**src/rtl/bbs_pkg.sv**
```systemverilog
// Shared types for the external bus beat sequencer.
package bbs_pkg;
    // Phases of one bus beat; order matters only for readability.
    typedef enum logic [2:0] {
        ST_IDLE  = 3'd0,
        ST_S0    = 3'd1,
        ST_SETUP = 3'd2,
        ST_S1    = 3'd3,
        ST_S2    = 3'd4,
        ST_S3    = 3'd5,
        ST_HOLD  = 3'd6
    } bbs_state_e;
endpackage

```
**src/rtl/bbs_cfg_sel.sv**
```systemverilog
// Selects the per-chip-select timing fields for the latched chip-select index.
// Assumes NUM_CS is a power of two so every index value names a real slot.
module bbs_cfg_sel #(
    parameter int NUM_CS = 4,
    parameter int WS_W   = 3,
    parameter int SH_W   = 2,
    localparam int CS_W  = $clog2(NUM_CS)
) (
    input  logic [CS_W-1:0]        cs_idx,
    input  logic [NUM_CS*WS_W-1:0] cfg_wait,
    input  logic [NUM_CS-1:0]      cfg_autoack,
    input  logic [NUM_CS*SH_W-1:0] cfg_setup,
    input  logic [NUM_CS*SH_W-1:0] cfg_hold,
    output logic [WS_W-1:0]        sel_wait,
    output logic                   sel_autoack,
    output logic [SH_W-1:0]        sel_setup,
    output logic [SH_W-1:0]        sel_hold
);
    logic [WS_W-1:0] wait_arr  [NUM_CS];
    logic [SH_W-1:0] setup_arr [NUM_CS];
    logic [SH_W-1:0] hold_arr  [NUM_CS];

    // Unpack the flat configuration buses into per-slot arrays.
    for (genvar g = 0; g < NUM_CS; g++) begin : g_slot
        assign wait_arr[g]  = cfg_wait[g*WS_W +: WS_W];
        assign setup_arr[g] = cfg_setup[g*SH_W +: SH_W];
        assign hold_arr[g]  = cfg_hold[g*SH_W +: SH_W];
    end

    // Index the slot of the active chip select.
    always_comb begin
        sel_wait    = wait_arr[cs_idx];
        sel_autoack = cfg_autoack[cs_idx];
        sel_setup   = setup_arr[cs_idx];
        sel_hold    = hold_arr[cs_idx];
    end
endmodule

```
**src/rtl/bbs_phase_cnt.sv**
```systemverilog
// Down counter shared by the setup, wait-state and hold phases.
// Load has priority over decrement; the counter never wraps below zero.
module bbs_phase_cnt #(
    parameter int CNT_W = 3
) (
    input  logic             clk,
    input  logic             rst_n,
    input  logic             load,
    input  logic [CNT_W-1:0] load_val,
    input  logic             dec,
    output logic             is_zero
);
    logic [CNT_W-1:0] cnt_q;

    // Count register: load a phase length or step toward zero.
    always_ff @(posedge clk) begin
        if (!rst_n)
            cnt_q <= '0;
        else if (load)
            cnt_q <= load_val;
        else if (dec && cnt_q != '0)
            cnt_q <= cnt_q - CNT_W'(1);
    end

    assign is_zero = (cnt_q == '0);
endmodule

```
**src/rtl/bbs_fsm.sv**
```systemverilog
// Beat phase controller: start, optional setup, acknowledge, one more select
// clock, release clock, optional hold. Assumes the timing inputs are steady
// for the length of the beat that uses them.
module bbs_fsm #(
    parameter int CNT_W = 3
) (
    input  logic                  clk,
    input  logic                  rst_n,
    input  logic                  req_valid,
    input  logic                  ta,
    input  logic                  autoack,
    input  logic [CNT_W-1:0]      wait_n,
    input  logic [CNT_W-1:0]      setup_n,
    input  logic [CNT_W-1:0]      hold_n,
    input  logic                  cnt_zero,
    output bbs_pkg::bbs_state_e   state,
    output logic                  accept,
    output logic                  capture,
    output logic                  cnt_load,
    output logic [CNT_W-1:0]      cnt_val,
    output logic                  cnt_dec
);
    import bbs_pkg::*;

    bbs_state_e st_q, st_d;
    logic       ack_now;

    // The phase-ending acknowledge: internal counter or external pin.
    assign ack_now = autoack ? cnt_zero : ta;

    // Next-phase and counter-control decode.
    always_comb begin
        st_d     = st_q;
        cnt_load = 1'b0;
        cnt_val  = '0;
        cnt_dec  = 1'b0;
        capture  = 1'b0;
        unique case (st_q)
            ST_IDLE: if (req_valid) st_d = ST_S0;
            ST_S0: begin
                cnt_load = 1'b1;
                if (setup_n != '0) begin
                    st_d    = ST_SETUP;
                    cnt_val = setup_n - CNT_W'(1);
                end else begin
                    st_d    = ST_S1;
                    cnt_val = wait_n;
                end
            end
            ST_SETUP: begin
                if (cnt_zero) begin
                    st_d     = ST_S1;
                    cnt_load = 1'b1;
                    cnt_val  = wait_n;
                end else begin
                    cnt_dec = 1'b1;
                end
            end
            ST_S1: begin
                if (ack_now) begin
                    st_d    = ST_S2;
                    capture = 1'b1;
                end else begin
                    cnt_dec = autoack;
                end
            end
            ST_S2: st_d = ST_S3;
            ST_S3: begin
                if (hold_n != '0) begin
                    st_d     = ST_HOLD;
                    cnt_load = 1'b1;
                    cnt_val  = hold_n - CNT_W'(1);
                end else begin
                    st_d = ST_IDLE;
                end
            end
            ST_HOLD: begin
                if (cnt_zero) st_d = ST_IDLE;
                else          cnt_dec = 1'b1;
            end
            default: st_d = ST_IDLE;
        endcase
    end

    // Phase register.
    always_ff @(posedge clk) begin
        if (!rst_n) st_q <= ST_IDLE;
        else        st_q <= st_d;
    end

    assign state  = st_q;
    assign accept = (st_q == ST_IDLE) && req_valid;
endmodule

```
**src/rtl/bbs_beat_regs.sv**
```systemverilog
// Holds the request fields for the beat in flight and the captured read data.
// Fields are loaded only on acceptance, so request inputs may change freely
// while a beat runs.
module bbs_beat_regs #(
    parameter int ADDR_W = 32,
    parameter int DATA_W = 32,
    parameter int CS_W   = 2
) (
    input  logic              clk,
    input  logic              rst_n,
    input  logic              accept,
    input  logic              capture,
    input  logic [CS_W-1:0]   in_cs,
    input  logic [ADDR_W-1:0] in_addr,
    input  logic [DATA_W-1:0] in_wdata,
    input  logic              in_write,
    input  logic [DATA_W-1:0] in_rdata,
    output logic [CS_W-1:0]   cs_q,
    output logic [ADDR_W-1:0] addr_q,
    output logic [DATA_W-1:0] wdata_q,
    output logic              write_q,
    output logic [DATA_W-1:0] rdata_q
);
    // Request latch, loaded once per beat.
    always_ff @(posedge clk) begin
        if (!rst_n) begin
            cs_q    <= '0;
            addr_q  <= '0;
            wdata_q <= '0;
            write_q <= 1'b0;
        end else if (accept) begin
            cs_q    <= in_cs;
            addr_q  <= in_addr;
            wdata_q <= in_wdata;
            write_q <= in_write;
        end
    end

    // Read data capture on the acknowledge edge.
    always_ff @(posedge clk) begin
        if (!rst_n)       rdata_q <= '0;
        else if (capture) rdata_q <= in_rdata;
    end
endmodule

```
**src/rtl/bus_beat_seq.sv**
```systemverilog
// Top of the external bus beat sequencer. Runs one beat at a time and
// decodes all bus strobes from the registered phase, so no bus output has a
// combinational path from an input.
module bus_beat_seq #(
    parameter int NUM_CS = 4,
    parameter int ADDR_W = 32,
    parameter int DATA_W = 32,
    parameter int WS_W   = 3,
    parameter int SH_W   = 2,
    localparam int CS_W  = $clog2(NUM_CS),
    localparam int CNT_W = (WS_W > SH_W) ? WS_W : SH_W
) (
    input  logic                   clk,
    input  logic                   rst_n,
    input  logic                   req_valid,
    output logic                   req_ready,
    input  logic [CS_W-1:0]        req_cs,
    input  logic [ADDR_W-1:0]      req_addr,
    input  logic [DATA_W-1:0]      req_wdata,
    input  logic                   req_write,
    input  logic [NUM_CS*WS_W-1:0] cfg_wait,
    input  logic [NUM_CS-1:0]      cfg_autoack,
    input  logic [NUM_CS*SH_W-1:0] cfg_setup,
    input  logic [NUM_CS*SH_W-1:0] cfg_hold,
    output logic [ADDR_W-1:0]      bus_addr,
    output logic                   bus_ts_n,
    output logic [NUM_CS-1:0]      bus_cs_n,
    output logic                   bus_rnw,
    output logic                   bus_oe,
    output logic [DATA_W-1:0]      bus_dout,
    input  logic [DATA_W-1:0]      bus_din,
    input  logic                   bus_ta,
    output logic [DATA_W-1:0]      rd_data,
    output logic                   beat_done
);
    import bbs_pkg::*;

    bbs_state_e      state;
    logic            accept, capture, cnt_load, cnt_dec, cnt_zero;
    logic [CNT_W-1:0] cnt_val;
    logic [CS_W-1:0] cs_q;
    logic            write_q;
    logic [WS_W-1:0] sel_wait;
    logic            sel_autoack;
    logic [SH_W-1:0] sel_setup, sel_hold;
    logic            sel_active;

    bbs_beat_regs #(.ADDR_W(ADDR_W), .DATA_W(DATA_W), .CS_W(CS_W)) u_regs (
        .clk(clk), .rst_n(rst_n), .accept(accept), .capture(capture),
        .in_cs(req_cs), .in_addr(req_addr), .in_wdata(req_wdata),
        .in_write(req_write), .in_rdata(bus_din),
        .cs_q(cs_q), .addr_q(bus_addr), .wdata_q(bus_dout),
        .write_q(write_q), .rdata_q(rd_data)
    );

    bbs_cfg_sel #(.NUM_CS(NUM_CS), .WS_W(WS_W), .SH_W(SH_W)) u_cfg (
        .cs_idx(cs_q), .cfg_wait(cfg_wait), .cfg_autoack(cfg_autoack),
        .cfg_setup(cfg_setup), .cfg_hold(cfg_hold),
        .sel_wait(sel_wait), .sel_autoack(sel_autoack),
        .sel_setup(sel_setup), .sel_hold(sel_hold)
    );

    bbs_phase_cnt #(.CNT_W(CNT_W)) u_cnt (
        .clk(clk), .rst_n(rst_n), .load(cnt_load), .load_val(cnt_val),
        .dec(cnt_dec), .is_zero(cnt_zero)
    );

    bbs_fsm #(.CNT_W(CNT_W)) u_fsm (
        .clk(clk), .rst_n(rst_n), .req_valid(req_valid), .ta(bus_ta),
        .autoack(sel_autoack), .wait_n(CNT_W'(sel_wait)),
        .setup_n(CNT_W'(sel_setup)), .hold_n(CNT_W'(sel_hold)),
        .cnt_zero(cnt_zero), .state(state), .accept(accept),
        .capture(capture), .cnt_load(cnt_load), .cnt_val(cnt_val),
        .cnt_dec(cnt_dec)
    );

    // Chip select window covers the acknowledge phase and the clock after.
    assign sel_active = (state == ST_S1) || (state == ST_S2);

    // One active-low select line per slot, low only for the latched index.
    for (genvar g = 0; g < NUM_CS; g++) begin : g_cs
        assign bus_cs_n[g] = !(sel_active && (cs_q == CS_W'(g)));
    end

    // Phase-decoded strobes and status.
    always_comb begin
        req_ready = (state == ST_IDLE);
        bus_ts_n  = (state != ST_S0);
        beat_done = (state == ST_S3);
        bus_rnw   = !write_q;
        bus_oe    = write_q && ((state == ST_S1) || (state == ST_S2) ||
                                (state == ST_S3) || (state == ST_HOLD));
    end
endmodule

```
**config.mk**
```make
export PLATFORM = sky130hd
export DESIGN_NAME = bus_beat_seq
export DESIGN_NICKNAME = d
export VERILOG_FILES = /design/src/rtl/bbs_pkg.sv /design/src/rtl/bbs_cfg_sel.sv /design/src/rtl/bbs_phase_cnt.sv /design/src/rtl/bbs_fsm.sv /design/src/rtl/bbs_beat_regs.sv /design/src/rtl/bus_beat_seq.sv
export SDC_FILE = /design/constraint.sdc
export NUM_CORES = 1
export LEC_CHECK = 0
export BUFFER_PORTS_ARGS = -buffer_cell sky130_fd_sc_hd__buf_2
export CORE_MARGIN = 2
export CORE_UTILIZATION = 36
export DETAILED_ROUTE_END_ITERATION = 16
export PLACE_DENSITY = 0.66
export SYNTH_ARGS = -nofsm -noshare
export SYNTH_HDL_FRONTEND = slang
export SYNTH_HIERARCHICAL = 1
export SYNTH_SLANG_ARGS = --single-unit
export TNS_END_PERCENT = 50
```
**constraint.sdc**
```tcl
create_clock -name clk -period 7.2 [get_ports clk]
set_input_delay 1.8 -clock clk [delete_from_list [all_inputs] [get_ports clk]]
set_output_delay 1.8 -clock clk [all_outputs]
set_load 0.01 [all_outputs]
```
==> flow_summary_export.csv, run 1 <==
group,metric,value,unit
status,status,"completed",
clock_tree,post_cts_buffers,0,
final_layout,regArea,0.00210,sq mm
final_layout,final_common_cell,"buf_2",
pwr,power_leakage,0.00280,uW
pwr,power_density,304,mW/mm^2
critical_path,r2r-start,"u_regs/cs_q[0]",
floorplanning,core-area,0.0127,sq mm
global_routing,grt_usage,16.2,%
critical_path,end_kind,"flop",
clock_tree,clk_pin_slew,0.07,ns
floorplanning,die_area,0.0141,sq mm
global_routing,grt_pass1_wl,18500,microns
timing,timing.setup.tns,0,ns
critical_path,critPathLaunch,"cfg_autoack[3]",
detailed_routing,via_per_inst,4.58,
clock_tree,clockRootBuffer,"clkbuf_16",
timing,maxSlewViolCount,0,
synthesis,synth-edff-count,0,
synthesis,yosysTopAreaCellShare,44.4,%
clock_tree,hold_buffers,0,
global_routing,grt_pass1_vias,3893,
final_layout,multi_input_area,0.00241,sq mm
synthesis,ys_types,48,
critical_path,startpoint_type,"input port",
synthesis,yosysTopAreaCell,"dfxtp_1",
floorplanning,die_h,119,microns
floorplanning,io_pins,240,
synthesis,seq_area_frac_synth,44.4,%
global_routing,grt_max_degree,106,
detailed_routing,initialDrtViolationCount,139,
final_layout,diodes,0,
critical_path,r2r_end,"u_regs/rdata_q[22]",
pwr,vdd_drop_max,0.136,mV
placement,port_buffers,239,
critical_path,endpoint,"u_regs/rdata_q[22]",
final_layout,final_cell_mix,"239 x buf_2, 105 x dfxtp_1, 102 x nor2b_1",
timing,grt_setup_unrepaired,"no",
global_routing,antenna_found_initial,0,
critical_path,worstSetupPathType,"input port to flop",
critical_path,r2r_cells,5,
placement,gp_congestion,0.785,
synthesis,synth_seq_cells,105,
clock_tree,cts_tree,"built",
timing,setup-violations-final,0,
clock_tree,cts_max_level,3,
final_layout,area_growth_syn_to_layout,32.3,%
synthesis,synthesis.area,0.00473,sq mm
clock_tree,cts-buffers-inserted,9,
final_layout,fin_nets,800,
final_layout,drive_gt1_share,41.3,%
min_path,hold_class,"flop to flop",
timing,hold_viol,0,
floorplanning,start_util,37.2,%
timing,worstMarginPinSlew,1.19,ns
final_layout,fill_cells,1199,
synthesis,syn_inst,428,
clock_tree,cts_resized,0,
synthesis,synth.area.top_cells,"dfxtp_1 44%, mux2i_1 21%, nor2b_1 13%",
timing,finalCriticalPeriod,3.67,ns
synthesis,synthFlopType,"dfxtp_1",
synthesis,synth-async-reset-ratio,0,%
timing,finClkSkew,0.00781,ns
critical_path,path_max_fanout,32,
global_routing,grt_overflow,0,
clock_tree,clock_latency,0.35,ns
detailed_routing,ant_nets,0,
detailed_routing,drc_errors,0,
critical_path,r2r_slack,4.18,ns
critical_path,worst_ep_arrival_time,3.90,ns
detailed_routing,finalWirelength,11500,microns
placement,dp_hpwl,8580,microns
detailed_routing,num_vias,3836,
floorplanning,die_w,119,microns
synthesis,syn_area_per_cell,11.1,sq um
critical_path,required,7.44,ns
clock_tree,cts_sinks,105,
timing,slew_headroom,20.2,%
detailed_routing,routedWlPerCell,13.7,microns
synthesis,ys_warn_count,6,
clock_tree,clockBufferDepth,2,
detailed_routing,firstDrtPassIters,4,
run,drv_cap,0,
timing,fmax,273,MHz
timing,post-route-period-util,50.9,%
timing,whs,0.514,ns
floorplanning,row_count,41,
==> state kept, by name, indices dropped and copies added (netlist names) <==
name and cells:
u_regs/rdata_q 32, u_regs/cs_q 2, u_regs/wdata_q 32, u_regs/write_q 1, u_cnt/cnt_q 3, u_fsm/state 3
u_regs/addr_q 32
==> cell families after synthesis <==
| family | share of synthesized area, % |
|---|---|
| compound gates | 4.65 |
| xor+xnor | 0.185 |
| fa+ha+maj | 1.06 |
| buf+inv | 5.55 |
| flops | 44.4 |
| mux | 25.2 |
| other cells | 0.0792 |
| simple gates | 18.9 |
==> worst max-delay path, cell delays in order <==
cell,delay [ns]
buf_2,0.09
mux4_2,0.49
mux2i_1,0.21
nor2_4,0.93
mux2i_1,0.30
nor2b_1,0.06
==> cells in the mapped netlist (4+ instances only) <==
| cell type | n |
|---|---|
| inv_1 | 11 |
| clkbuf_1 | 9 |
| ha_1 | 4 |
| nor2b_1 | 102 |
| mux2i_1 | 100 |
| mux4_2 | 8 |
| nand3b_1 | 4 |
| nand2_1 | 7 |
| dfxtp_1 | 105 |
| buf_4 | 10 |
| nor2_1 | 7 |
| nor3_1 | 4 |
==> per-stage QoR <==
stage | cells | total power, uW | setup slack (ns) | cell area [sq um] | utilization, %
4_1_cts | 838 | 1930 | 3.51 | 6260 | 49.2
6_report | 838 | 1900 | 3.53 | 6260 | 49.2
3_3_place_gp | 822 | 1450 | 3.23 | 5990 | 47.1
5_1_grt | 838 | 2030 | 3.41 | 6260 | 49.2
3_5_place_dp | 822 | 1470 | 3.13 | 5990 | 47.1
2_1_floorplan | 436 | 1300 | 3.65 | 4760 | -
==> worst min-delay path by stage <==
stage	start	to	slack, ns	cells past startpoint
finish	u_regs/addr_q[4]	u_regs/addr_q[4]	0.51	2
global route	u_regs/addr_q[14]	u_regs/addr_q[14]	0.54	2
CTS	u_regs/rdata_q[20]	u_regs/rdata_q[20]	0.52	2
detailed placement	u_regs/rdata_q[20]	u_regs/rdata_q[20]	0.50	2
global placement	u_regs/wdata_q[27]	u_regs/wdata_q[27]	0.49	2
floorplan	u_regs/write_q	u_regs/write_q	0.51	2
==> metal layers <==
metal / track usage (%) / part of all wire [%] / vias to the layer above / wire length [microns]
met1: 18.3 / 40 / 1751 / 4600
met2: 28.0 / 50 / 154 / 5770
met5: 0 / 0 / - / 0
met4: 6.55 / 1.5 / 0 / 178
met3: 5.12 / 8.3 / 13 / 955
li1: - / - / 1918 / -
==> final cells by class <==
type	count	area share, %
clock buffers	10	3.66
clock inverters	6	0.679
inverters	11	0.659
multi-input cells	292	38.5
flip-flops and latches	105	33.6
well taps	172	3.44
repair buffers	242	19.5
==> where the power goes <==
part	internal, uW	leakage [uW]	switching, uW
clock	236	0.000129	215
sequential	683	0.000857	86.7
combinational	341	0.00182	343
No activity file was read; power rests on OpenSTA's default activity.
==> run 2, diff against run 1 <==
Settings changed: PLACE_DENSITY 0.66 to 0.68.
Clock period 7.2 ns to 3.15 ns, I/O delays scaled along.
==> flow_summary_export.csv, run 2 (synthesis gave the netlist of run 1 again) <==
group,metric,value,unit
min_path,hold_class,"flop to flop",
critical_path,path_max_fanout,18,
critical_path,required,2.36,ns
final_layout,regArea,0.00210,sq mm
final_layout,multi_input_area,0.00241,sq mm
clock_tree,hold_buffers,0,
critical_path,worst_ep_arrival_time,1.71,ns
final_layout,final_cell_mix,"239 x buf_2, 105 x dfxtp_1, 102 x nor2b_1",
critical_path,end_kind,"primary output",
detailed_routing,finalWirelength,11300,microns
final_layout,area_growth_syn_to_layout,33.5,%
timing,grt_setup_unrepaired,"no",
floorplanning,core-area,0.0127,sq mm
global_routing,grt_overflow,0,
clock_tree,clockBufferDepth,2,
clock_tree,cts_max_level,3,
clock_tree,cts-buffers-inserted,9,
floorplanning,die_area,0.0141,sq mm
clock_tree,cts_resized,0,
detailed_routing,num_vias,3869,
detailed_routing,via_per_inst,4.59,
clock_tree,post_cts_buffers,0,
placement,dp.cells,827,
floorplanning,die_w,119,microns
status,status,"completed",
placement,gp_congestion,0.779,
timing,timing.setup.tns,0,ns
final_layout,drive_gt1_share,41.9,%
placement,dp_hpwl,8550,microns
floorplanning,die_h,119,microns
pwr,power_density,696,mW/mm^2
detailed_routing,ant_nets,0,
critical_path,crit_family,"flip-flops",
timing,hold_viol,0,
final_layout,diodes,0,
clock_tree,clockRootBuffer,"clkbuf_16",
timing,finalCriticalPeriod,2.50,ns
placement,port_buffers,239,
global_routing,grt_max_degree,57,
pwr,power_leakage,0.00284,uW
timing,post-route-period-util,79.2,%
floorplanning,io_pins,240,
final_layout,fin_nets,805,
global_routing,antenna_found_initial,0,
detailed_routing,drc_errors,0,
detailed_routing,initialDrtViolationCount,128,
critical_path,startpoint_type,"flop",
timing,whs,0.515,ns
timing,setup-violations-final,0,
timing,slew_headroom,56.8,%
critical_path,cp_slowest_cell,"dfxtp_1",
final_layout,fill_cells,1244,
final_layout,final_core_util,49.7,%
clock_tree,clk_pin_slew,0.07,ns
global_routing,grt_usage,15.6,%
clock_tree,cts_sinks,105,
run,drv_cap,0,
critical_path,cp.buffers_inverters,1,
critical_path,worstSetupPathType,"flop to primary output",
global_routing,grt_pass1_wl,18000,microns
timing,finClkSkew,0.00829,ns
final_layout,final_common_cell,"buf_2",
timing,fmax,401,MHz
global_routing,grt_pass1_vias,3833,
floorplanning,row_count,41,
critical_path,cp_cell_sequence,"nor3b_2 > o21ai_1 > buf_2",
timing,worstMarginPinSlew,0.647,ns
timing,maxSlewViolCount,0,
floorplanning,start_util,37.2,%
clock_tree,cts_tree,"built",
critical_path,slowest_delay,0.70,ns
final_layout,largestRegisters,"u_regs/addr_q (32), u_regs/rdata_q (32), u_regs/wdata_q (32)",
detailed_routing,routedWlPerCell,13.3,microns
clock_tree,clock_latency,0.35,ns
pwr,vdd_drop_max,0.367,mV
final_layout,fin_cells,843,
detailed_routing,firstDrtPassIters,4,
## run 2: path summary, 6_finish.rpt
kind	from	end	slack [ns]	cells past startpoint
worst max-delay path	u_fsm/state[2]	bus_cs_n[2]	0.65	3
worst max register to register	u_regs/cs_q[0]	u_regs/rdata_q[19]	0.76	7
worst min register to register	u_regs/addr_q[28]	u_regs/addr_q[28]	0.52	2
worst min-delay path	u_regs/addr_q[28]	u_regs/addr_q[28]	0.52	2
## run 2: stage by stage
step | power, uW | worst slack, ns | area (sq um)
2_1_floorplan | 2970 | 0.612 | 4760
3_3_place_gp | 3330 | 0.434 | 6040
3_5_place_dp | 3380 | 0.365 | 6040
4_1_cts | 4440 | 0.665 | 6320
5_1_grt | 4670 | 0.540 | 6320
6_report | 4400 | 0.654 | 6320
## run 2: report_power, final
part | total (uW) | internal, uW | switching (uW)
registers | 1740 | 1560 | 183
clock network | 1050 | 543 | 510
logic | 1600 | 797 | 803
## run 2: final cells by class
type / instances / share of cell area [%]
multi-input cells: 292 / 38.2
flip-flops and latches: 105 / 33.3
repair buffers: 247 / 20.1
clock buffers: 9 / 3.56
well taps: 172 / 3.41
clock inverters: 7 / 0.871
inverters: 11 / 0.653
## run 2: worst reg2reg max path: cells and delay by family (launching register included)
family	cells	cell delay [ns]
DFF	1	0.41
muxes	3	1.05
buffers and inverters	2	0.63
and+or+nand+nor	2	0.19
## run 2: layer usage
layer	GRT usage [%]	wire, microns	up-vias
li1	-	-	1924
met5	0	0	-
met2	27.2	5530	157
met1	17.3	4600	1761
met3	5.65	889	27
met4	6.18	228	0
==> run 3, diff against run 2 <==
Settings changed: PLACE_DENSITY 0.68 to 0.66.
Clock period 3.15 ns to 2.3 ns, I/O delays scaled along.
==> flow_summary_export.csv, run 3 (synthesis gave the netlist of run 1 again) <==
group,metric,value,unit
timing,fmax,459,MHz
critical_path,end_kind,"primary output",
critical_path,cp_cell_sequence,"and3b_4 > o21a_1 > buf_2",
pwr,switching_power,2030,uW
run,drv_cap,0,
clock_tree,cts_tree,"built",
min_path,min_path_cells,3,
global_routing,antenna_found_initial,0,
critical_path,path_max_fanout,19,
final_layout,final_common_cell,"buf_2",
global_routing,grt_usage,16.4,%
critical_path,required,1.73,ns
detailed_routing,num_vias,3896,
clock_tree,clockBufferDepth,2,
detailed_routing,via_per_inst,4.59,
detailed_routing,routedWlPerCell,13.5,microns
clock_tree,cts_resized,0,
final_layout,area_growth_syn_to_layout,36.0,%
critical_path,cp.depth,3,
timing,timing.setup.tns,0,ns
global_routing,grt_overflow,0,
placement,place_worst_setup_slack,-0.156,ns
global_routing,grt_pass1_wl,18800,microns
min_path,hold_path_end,"u_regs/wdata_q[23]",
final_layout,fin_nets,811,
floorplanning,core-area,0.0127,sq mm
critical_path,startpoint_type,"flop",
pwr,pwr-share-comb,36.2,%
final_layout,fin_area,0.00644,sq mm
clock_tree,clockRootBuffer,"clkbuf_16",
final_layout,largestRegisters,"u_regs/addr_q (32), u_regs/rdata_q (32), u_regs/wdata_q (32)",
clock_tree,hold_buffers,0,
floorplanning,start_util,37.2,%
min_path,hold_class,"input port to flop",
pwr,power_density,972,mW/mm^2
timing,finalCriticalPeriod,2.18,ns
detailed_routing,ant_nets,0,
pwr,vdd_drop_max,0.409,mV
timing,slew_headroom,61.2,%
global_routing,grt_max_degree,56,
clock_tree,cts-buffers-inserted,9,
timing,maxSlewViolCount,0,
placement,dp_hpwl,8680,microns
floorplanning,die_area,0.0141,sq mm
min_path,hp-start,"req_wdata[23]",
critical_path,crit_family,"flip-flops",
critical_path,worstSetupPathType,"flop to primary output",
critical_path,cp.buffers_inverters,1,
clock_tree,cts_sinks,105,
critical_path,slowest_delay,0.69,ns
critical_path,r2r_slack,0.16,ns
floorplanning,die_w,119,microns
pwr,p_seq_share,38.0,%
floorplanning,die_h,119,microns
pwr,p_clk_share,25.7,%
clock_tree,clk_pin_slew,0.07,ns
critical_path,worst_ep_arrival_time,1.61,ns
timing,post-route-period-util,94.8,%
clock_tree,post_cts_buffers,0,
critical_path,r2r_cells,8,
floorplanning,row_count,41,
timing,grt_setup_unrepaired,"no",
timing,worstMarginPinSlew,0.581,ns
timing,setup-violations-final,0,
detailed_routing,drc_errors,0,
pwr,intPower,4230,uW
final_layout,drive_gt1_share,42.8,%
timing,finClkSkew,0.00590,ns
status,status,"completed",
global_routing,grt_pass1_vias,3937,
detailed_routing,initialDrtViolationCount,152,
placement,gp_congestion,0.807,
floorplanning,io_pins,240,
critical_path,cp_slowest_cell,"dfxtp_1",
clock_tree,clock_latency,0.34,ns
critical_path,r2r-start,"u_regs/cs_q[0]",
final_layout,diodes,0,
pwr,swShare,32.4,%
critical_path,r2r_end,"u_cnt/cnt_q[1]",
placement,port_buffers,239,
timing,hold_viol,0,
pwr,power_leakage,0.00289,uW
detailed_routing,finalWirelength,11400,microns
timing,worst_slack,0.120,ns
detailed_routing,firstDrtPassIters,4,
clock_tree,cts_max_level,3,
final_layout,final_cell_mix,"239 x buf_2, 103 x dfxtp_1, 102 x nor2b_1",
placement,post_dp_cell_area,0.00612,sq mm
[run 3: cell types whose count changed in the layout (fill, tap and decap cells not counted), sizes merged]
cell and delta:
buf +6, bufinv +2, clkbuf +2, clkinv -4, clkinvlp +1, inv -1
[run 3: worst max-delay path by stage]
stage / end / from / slack [ns]
floorplan: u_cnt/cnt_q[1] / cfg_setup[6] / 0.04
global placement: u_cnt/cnt_q[1] / cfg_setup[6] / -0.1
detailed placement: u_cnt/cnt_q[1] / cfg_setup[6] / -0.16
CTS: bus_oe / u_fsm/state[1] / 0.07
global route: u_cnt/cnt_q[1] / u_regs/cs_q[0] / 0.01
finish: bus_oe / u_fsm/state[0] / 0.12
[run 3: cell type report]
class,count,area (sq um)
clock inverter,5,80.1
clock buffer,11,233
fill,1223,6280
timing repair buffer,253,1340
tap,172,215
multi-input combinational,292,2420
inverter,11,41.3
sequential,105,2110
[run 3: per-layer routing]
metal / global-route usage (%) / up-vias / share of wire (%)
li1: - / 1944 / -
met1: 19.2 / 1780 / 42
met3: 5.16 / 15 / 8.4
met4: 5.80 / 0 / 1.5
met5: 0 / - / 0
met2: 28.0 / 157 / 48
[run 3: through the flow]
step                hold slack, ns  utilization [%]  power, uW  cells
global route                 0.488             50.6       6670    849
global placement             0.491             48.1       4620    833
CTS                          0.472             50.5       6340    849
floorplan                    0.506                -       4080    436
finish                       0.490             50.6       6260    849
detailed placement           0.496             48.1       4700    833
[run 3: worst min-delay path, delay by kind of cell]
kind          cells  cell delay, ns
buf+inv           1            0.07
mux               1            0.05
simple gates      1            0.09
[run 3: power by group through the flow]
stage	clock network, uW	logic [uW]	registers (uW)
after floorplan	0	1590	2490
after global placement	0	2220	2410
after detailed placement	0	2280	2410
after CTS	1670	2280	2380
after global routing	1760	2470	2440
final	1610	2270	2380
